File: config.mk
export PLATFORM = sky130hd
export DESIGN_NAME = pwm_bank_disable
export DESIGN_NICKNAME = d
export VERILOG_FILES = /design/src/rtl/pwm_gate_pkg.sv /design/src/rtl/pwm_rst_sync.sv /design/src/rtl/pwm_ctl_regs.sv /design/src/rtl/pwm_map_reg.sv /design/src/rtl/pwm_bank_gate.sv /design/src/rtl/pwm_bank_disable.sv
export SDC_FILE = /design/constraint.sdc
export NUM_CORES = 1
export LEC_CHECK = 0
export BUFFER_PORTS_ARGS = -buffer_cell sky130_fd_sc_hd__buf_2
export CAP_MARGIN = 30
export CORE_MARGIN = 1
export CORE_UTILIZATION = 46
export CTS_CLUSTER_DIAMETER = 50
export CTS_CLUSTER_SIZE = 8
export DETAILED_ROUTE_END_ITERATION = 8
export GPL_ROUTABILITY_DRIVEN = 0
export HOLD_SLACK_MARGIN = 0.02
export MAX_ROUTING_LAYER = met4
export PLACE_DENSITY_LB_ADDON = 0.08
export SYNTH_ARGS = -nofsm -noshare
export SYNTH_HDL_FRONTEND = slang
export SYNTH_SLANG_ARGS = --single-unit
File: constraint.sdc
create_clock -name clk -period 1.4 [get_ports clk]
set_clock_uncertainty 0.1 [all_clocks]
set_input_delay 0.21 -clock clk [delete_from_list [all_inputs] [get_ports clk]]
set_output_delay 0.21 -clock clk [all_outputs]
set_load 0.02 [all_outputs]
File: src/rtl/pwm_gate_pkg.sv
package pwm_gate_pkg;
  localparam int DW = 8;

  localparam int CB_RUN  = 0;
  localparam int CB_LDOK = 1;
  localparam int CB_FLAG = 4;
  localparam int CB_IE   = 5;
  localparam int CB_DISY = 6;
  localparam int CB_DISX = 7;

  localparam logic ADDR_CTRL = 1'b0;
  localparam logic ADDR_MAP  = 1'b1;

  typedef struct packed {
    logic dis_x;
    logic dis_y;
    logic ie;
    logic flag;
    logic ldok;
    logic run;
  } ctrl_t;
endpackage

File: src/rtl/pwm_rst_sync.sv
module pwm_rst_sync #(
  parameter int STAGES = 2
) (
  input  logic clk,
  input  logic rst_n,
  output logic rst_n_sync
);
  logic [STAGES-1:0] sync_q;

  always_ff @(posedge clk or negedge rst_n) begin
    if (!rst_n) sync_q <= '0;
    else        sync_q <= {sync_q[STAGES-2:0], 1'b1};
  end

  assign rst_n_sync = sync_q[STAGES-1];
endmodule

File: src/rtl/pwm_ctl_regs.sv
module pwm_ctl_regs
  import pwm_gate_pkg::*;
(
  input  logic          clk,
  input  logic          rst_n,
  input  logic          wr_en,
  input  logic          rd_en,
  input  logic [DW-1:0] wdata,
  input  logic          cyc_start,
  output ctrl_t         ctrl_o,
  output logic [DW-1:0] rdata_o,
  output logic          irq_o
);
  ctrl_t ctrl_q, ctrl_d;
  logic  armed_q, armed_d;
  logic  flag_clr;

  always_comb begin
    ctrl_d   = ctrl_q;
    flag_clr = wr_en && !wdata[CB_FLAG] && armed_q && ctrl_q.flag;
    if (wr_en) begin
      ctrl_d.run   = wdata[CB_RUN];
      ctrl_d.ldok  = wdata[CB_LDOK];
      ctrl_d.ie    = wdata[CB_IE];
      ctrl_d.dis_y = wdata[CB_DISY];
      ctrl_d.dis_x = wdata[CB_DISX];
    end
    if (cyc_start)     ctrl_d.flag = 1'b1;
    else if (flag_clr) ctrl_d.flag = 1'b0;

    if (!ctrl_d.flag)                armed_d = 1'b0;
    else if (rd_en && ctrl_q.flag)   armed_d = 1'b1;
    else                             armed_d = armed_q;
  end

  always_ff @(posedge clk or negedge rst_n) begin
    if (!rst_n) begin
      ctrl_q  <= '0;
      armed_q <= 1'b0;
    end else begin
      ctrl_q  <= ctrl_d;
      armed_q <= armed_d;
    end
  end

  always_comb begin
    rdata_o          = '0;
    rdata_o[CB_RUN]  = ctrl_q.run;
    rdata_o[CB_LDOK] = ctrl_q.ldok;
    rdata_o[CB_FLAG] = ctrl_q.flag;
    rdata_o[CB_IE]   = ctrl_q.ie;
    rdata_o[CB_DISY] = ctrl_q.dis_y;
    rdata_o[CB_DISX] = ctrl_q.dis_x;
  end

  assign ctrl_o = ctrl_q;
  assign irq_o  = ctrl_q.flag & ctrl_q.ie;


  flag_set_chk: assert property (@(posedge clk) disable iff (!rst_n)
    cyc_start |=> ctrl_q.flag);


  flag_clr_chk: assert property (@(posedge clk) disable iff (!rst_n)
    $fell(ctrl_q.flag) |-> ($past(armed_q) && $past(wr_en) && !$past(cyc_start)));
endmodule

File: src/rtl/pwm_map_reg.sv
module pwm_map_reg #(
  parameter int MW = 5
) (
  input  logic          clk,
  input  logic          rst_n,
  input  logic          wr_en,
  input  logic [MW-1:0] wdata,
  output logic [MW-1:0] map_o
);
  logic [MW-1:0] map_q, map_d;
  logic          done_q, done_d;
  logic          take;

  always_comb begin
    take   = wr_en && !done_q;
    map_d  = take ? wdata : map_q;
    done_d = done_q | wr_en;
  end

  always_ff @(posedge clk or negedge rst_n) begin
    if (!rst_n) begin
      map_q  <= '0;
      done_q <= 1'b0;
    end else begin
      map_q  <= map_d;
      done_q <= done_d;
    end
  end

  assign map_o = map_q;


  map_once_chk: assert property (@(posedge clk) disable iff (!rst_n)
    done_q |=> $stable(map_q));
endmodule

File: src/rtl/pwm_bank_gate.sv
module pwm_bank_gate #(
  parameter int NCH = 6,
  parameter int NX  = 4,
  localparam int MW = NX + 1
) (
  input  logic           clk,
  input  logic           rst_n,
  input  logic           run,
  input  logic           dis_x,
  input  logic           dis_y,
  input  logic [MW-1:0]  map,
  input  logic           cyc_start,
  input  logic [NCH-1:0] pwm_in,
  output logic [NCH-1:0] pwm_out
);
  localparam int NB = 2;

  logic [NB-1:0] dis_b;
  logic [NB-1:0] hold_q, hold_d;
  logic [NB-1:0] blk;

  assign dis_b = {dis_y, dis_x};

  for (genvar b = 0; b < NB; b++) begin : g_bank
    always_comb begin
      hold_d[b] = dis_b[b] | (hold_q[b] & ~cyc_start);
      blk[b]    = dis_b[b] | hold_q[b];
    end

    always_ff @(posedge clk or negedge rst_n) begin
      if (!rst_n) hold_q[b] <= 1'b0;
      else        hold_q[b] <= hold_d[b];
    end


    hold_rel_chk: assert property (@(posedge clk) disable iff (!rst_n)
      $fell(hold_q[b]) |-> ($past(cyc_start) && !$past(dis_b[b])));
  end

  for (genvar c = 0; c < NCH; c++) begin : g_ch
    localparam int BANK = (c < NX) ? 0 : 1;
    localparam int MBIT = (c < NX) ? c : NX;
    always_comb pwm_out[c] = run & pwm_in[c] & ~(blk[BANK] & map[MBIT]);
  end
endmodule

File: src/rtl/pwm_bank_disable.sv
module pwm_bank_disable
  import pwm_gate_pkg::*;
#(
  parameter int NCH = 6,
  parameter int NX  = 4
) (
  input  logic           clk,
  input  logic           rst_n,
  input  logic           bus_addr,
  input  logic           bus_wr,
  input  logic           bus_rd,
  input  logic [DW-1:0]  bus_wdata,
  output logic [DW-1:0]  bus_rdata,
  input  logic           cyc_start,
  input  logic [NCH-1:0] pwm_in,
  output logic [NCH-1:0] pwm_out,
  output logic           irq
);
  localparam int MW = NX + 1;

  logic          rst_n_i;
  logic          ctrl_wr, ctrl_rd, map_wr;
  ctrl_t         ctrl;
  logic [DW-1:0] ctrl_rdata;
  logic [MW-1:0] map;

  assign ctrl_wr = bus_wr && (bus_addr == ADDR_CTRL);
  assign ctrl_rd = bus_rd && (bus_addr == ADDR_CTRL);
  assign map_wr  = bus_wr && (bus_addr == ADDR_MAP);

  pwm_rst_sync #(.STAGES(2)) u_rst (
    .clk(clk), .rst_n(rst_n), .rst_n_sync(rst_n_i)
  );

  pwm_ctl_regs u_ctl (
    .clk(clk), .rst_n(rst_n_i), .wr_en(ctrl_wr), .rd_en(ctrl_rd),
    .wdata(bus_wdata), .cyc_start(cyc_start), .ctrl_o(ctrl),
    .rdata_o(ctrl_rdata), .irq_o(irq)
  );

  pwm_map_reg #(.MW(MW)) u_map (
    .clk(clk), .rst_n(rst_n_i), .wr_en(map_wr),
    .wdata(bus_wdata[MW-1:0]), .map_o(map)
  );

  pwm_bank_gate #(.NCH(NCH), .NX(NX)) u_gate (
    .clk(clk), .rst_n(rst_n_i), .run(ctrl.run), .dis_x(ctrl.dis_x),
    .dis_y(ctrl.dis_y), .map(map), .cyc_start(cyc_start),
    .pwm_in(pwm_in), .pwm_out(pwm_out)
  );

  always_comb begin
    bus_rdata = '0;
    if (bus_rd) begin
      if (bus_addr == ADDR_MAP) bus_rdata[MW-1:0] = map;
      else                      bus_rdata = ctrl_rdata;
    end
  end


  run_off_chk: assert property (@(posedge clk) disable iff (!rst_n_i)
    !ctrl.run |-> (pwm_out == '0));
endmodule

==> results.cfg <==
[drt]
viasPerCell = 4.91
drc = 0
num_vias = 693
wl_um = 1850
drt_iter0_markers = 4
postRouteAntennaNets = 0
wl_per_cell_um = 13.1
first_pass_iters = 4

[clock_tree]
cts_tree = built
htree_levels = 1
clock_latency_ps = 280
path_clk_slew_ps = 100
cts_buffer_depth = 2
cts.sinks = 17
cts_buffers = 3
cts_root_buf = clkbuf_4

[critical_path]
critPathArrivalTime_ps = 1230
critical_path_class = reg -> out
start_kind = register
worst-path-max-fanout = 4
slowest_delay_ps = 390
cp-end-kind = output pin
crit_family = flip-flops
cp_slowest_cell = dfrtp_1
cp_num_buf_inv = 1
crit_required_ps = 1090
worstPathCellList = or2_4 -> a21oi_2 -> buf_6

[timing]
period_needed_ps = 1540
fmax_ghz = 0.648
finalCritPeriodShare = 1.10
finalHoldViolations = 0
final.setup.worst_slack_ps = -143
rsz0062_at_grt = true
setup-violations-final = 7
final-max-slew-violation-count = 0

[layout]
diodes = 0
drive_gt1_frac = 0.638
fin_nets = 137
area_growth_pct = 45.8
final_util = 0.710

[synth]
synthCells = 68
synth_common_cells = dfrtp_1 (17), nand2_1 (6), mux2_2 (5), mux2_4 (5)
ys_seq_area_frac = 0.506
yosysTopAreaCellShare = 0.506
ys.flop_type = dfrtp_1
syn_avg_cell_area_um2 = 12.4
synth.most_common_cell = dfrtp_1
yosys_warnings = 0
synth_edf_count = 0
async_flop_share = 1.00
syn_nets = 88
synth_cell_types = 24
synth_top_area_cell = dfrtp_1
ys_ff_latch = 17
synth_area_um2 = 841
synth_area_leaders = dfrtp_1 (51%), mux2_4 (8.9%), mux2_2 (6.7%), mux2i_1 (3.6%), and2_1 (3.0%)

[floorplanning]
coreArea_mm2 = 0.00173
die-area_mm2 = 0.00200
start_util = 0.487
die_h_um = 44.8
num_rows = 15
io_pins = 35
die_w_um = 44.8

[hold_path]
holdCritPathClass = in -> reg

[outcome]
violations = negative setup slack
outcome = complete, but fails checks

[pwr]
power_density_mw_per_mm2 = 1050
p_total_mw = 1.28
leakagePower_nw = 0.640
ir_drop_mv = 0.950

[grt]
grt_usage = 0.206
grt_pass1_vias = 618
overflow = 0
grt_antenna_before_repair = 0
grt_max_degree = 16
grt_pass1_wl_um = 2860

[placed_design]
portBuffers = 34
hpwl_um = 1240

[flow_run]
drv_cap = 0
==> stage by stage <==
step	hold slack, ps	cell area, um2	setup slack [ps]	instances	setup TNS (ps)
floorplan	-186	841	19.6	68	0
global placement	-104	1050	89.5	129	0
detailed placement	-105	1050	68.1	129	0
CTS	50.4	1140	-136	135	-632
global route	45.6	1230	-186	141	-1260
finish	58.3	1230	-143	141	-715
==> power breakdown <==
| group | leakage, nW | internal (mW) | switching, mW |
|---|---|---|---|
| logic | 0.431 | 0.236 | 0.176 |
| registers | 0.193 | 0.558 | 0.0574 |
| clock network | 0.0150 | 0.110 | 0.146 |
| total | 0.640 | 0.904 | 0.379 |
==> registers in the layout, summed over array words and instances (netlist names) <==
signal / cells
u_map.map_o: 5
u_map.done_q: 1
u_gate.hold_q: 2
u_ctl.armed_q: 1
u_ctl.ctrl_o: 6
u_rst.sync_q: 2
==> final cells by class <==
type | instances | area [um2]
Inverter | 2 | 7.51
Tap cell | 25 | 31.3
Sequential cell | 17 | 427
Timing Repair Buffer | 45 | 307
Clock buffer | 4 | 26.3
Fill cell | 143 | 500
Multi-Input combinational cell | 48 | 428
==> worst reg2reg max path, delay by kind of cell (launching register included) <==
family	cells	cell delay, ps
flops	1	390
mux	1	330
simple gates	1	220
==> path summary, 6_finish.rpt <==
kind | endpoint | cells past startpoint | slack [ps] | startpoint
min in group asynchronous | u_ctl.ctrl_o[1] | 1 | 90 | u_rst.sync_q[1]
min reg2reg | u_ctl.ctrl_o[1] | 1 | 90 | u_rst.sync_q[1]
min | u_ctl.ctrl_o[3] | 2 | 60 | bus_wdata[5]
max reg2reg | u_map.map_o[0] | 2 | 260 | u_map.done_q
max | pwm_out[3] | 3 | -140 | u_gate.hold_q[0]
max in group asynchronous | u_ctl.ctrl_o[0] | 1 | 920 | u_rst.sync_q[1]
==> routing by layer <==
metal / track usage / part of all wire
met5: - / 0
met4: 0.0182 / 0
met3: 0.0400 / 0.059
met2: 0.344 / 0.49
met1: 0.272 / 0.45
==> kinds of logic (layout without fill, tap and decap cells) <==
group / after synthesis / count (layout) / share of synthesized area
compound gates: 10 / 10 / 0.0729
buf+inv: 3 / 51 / 0.0223
flops: 17 / 17 / 0.506
mux: 13 / 13 / 0.192
other cells: 1 / 1 / 0.00446
simple gates: 24 / 24 / 0.202
==> placed cells by master (no fill, tap or decap), types with 3 or more instances in the layout <==
cell / count
a21oi_2: 4
buf_2: 24
buf_4: 13
buf_6: 7
clkbuf_4: 3
dfrtp_1: 16
mux2_2: 5
mux2_4: 5
mux2i_1: 3
nand2_1: 6
nor2b_1: 3
==> timing repair <==
item	4_1_cts	5_1_grt
hold buffers	1	0
endpoints found under the setup margin	7	11
endpoints found under the hold margin	2	0
buffers inserted	1	6
resized for setup	15	13
pin swaps	8	1
Note: power is estimated with default switching activity, not from simulation.
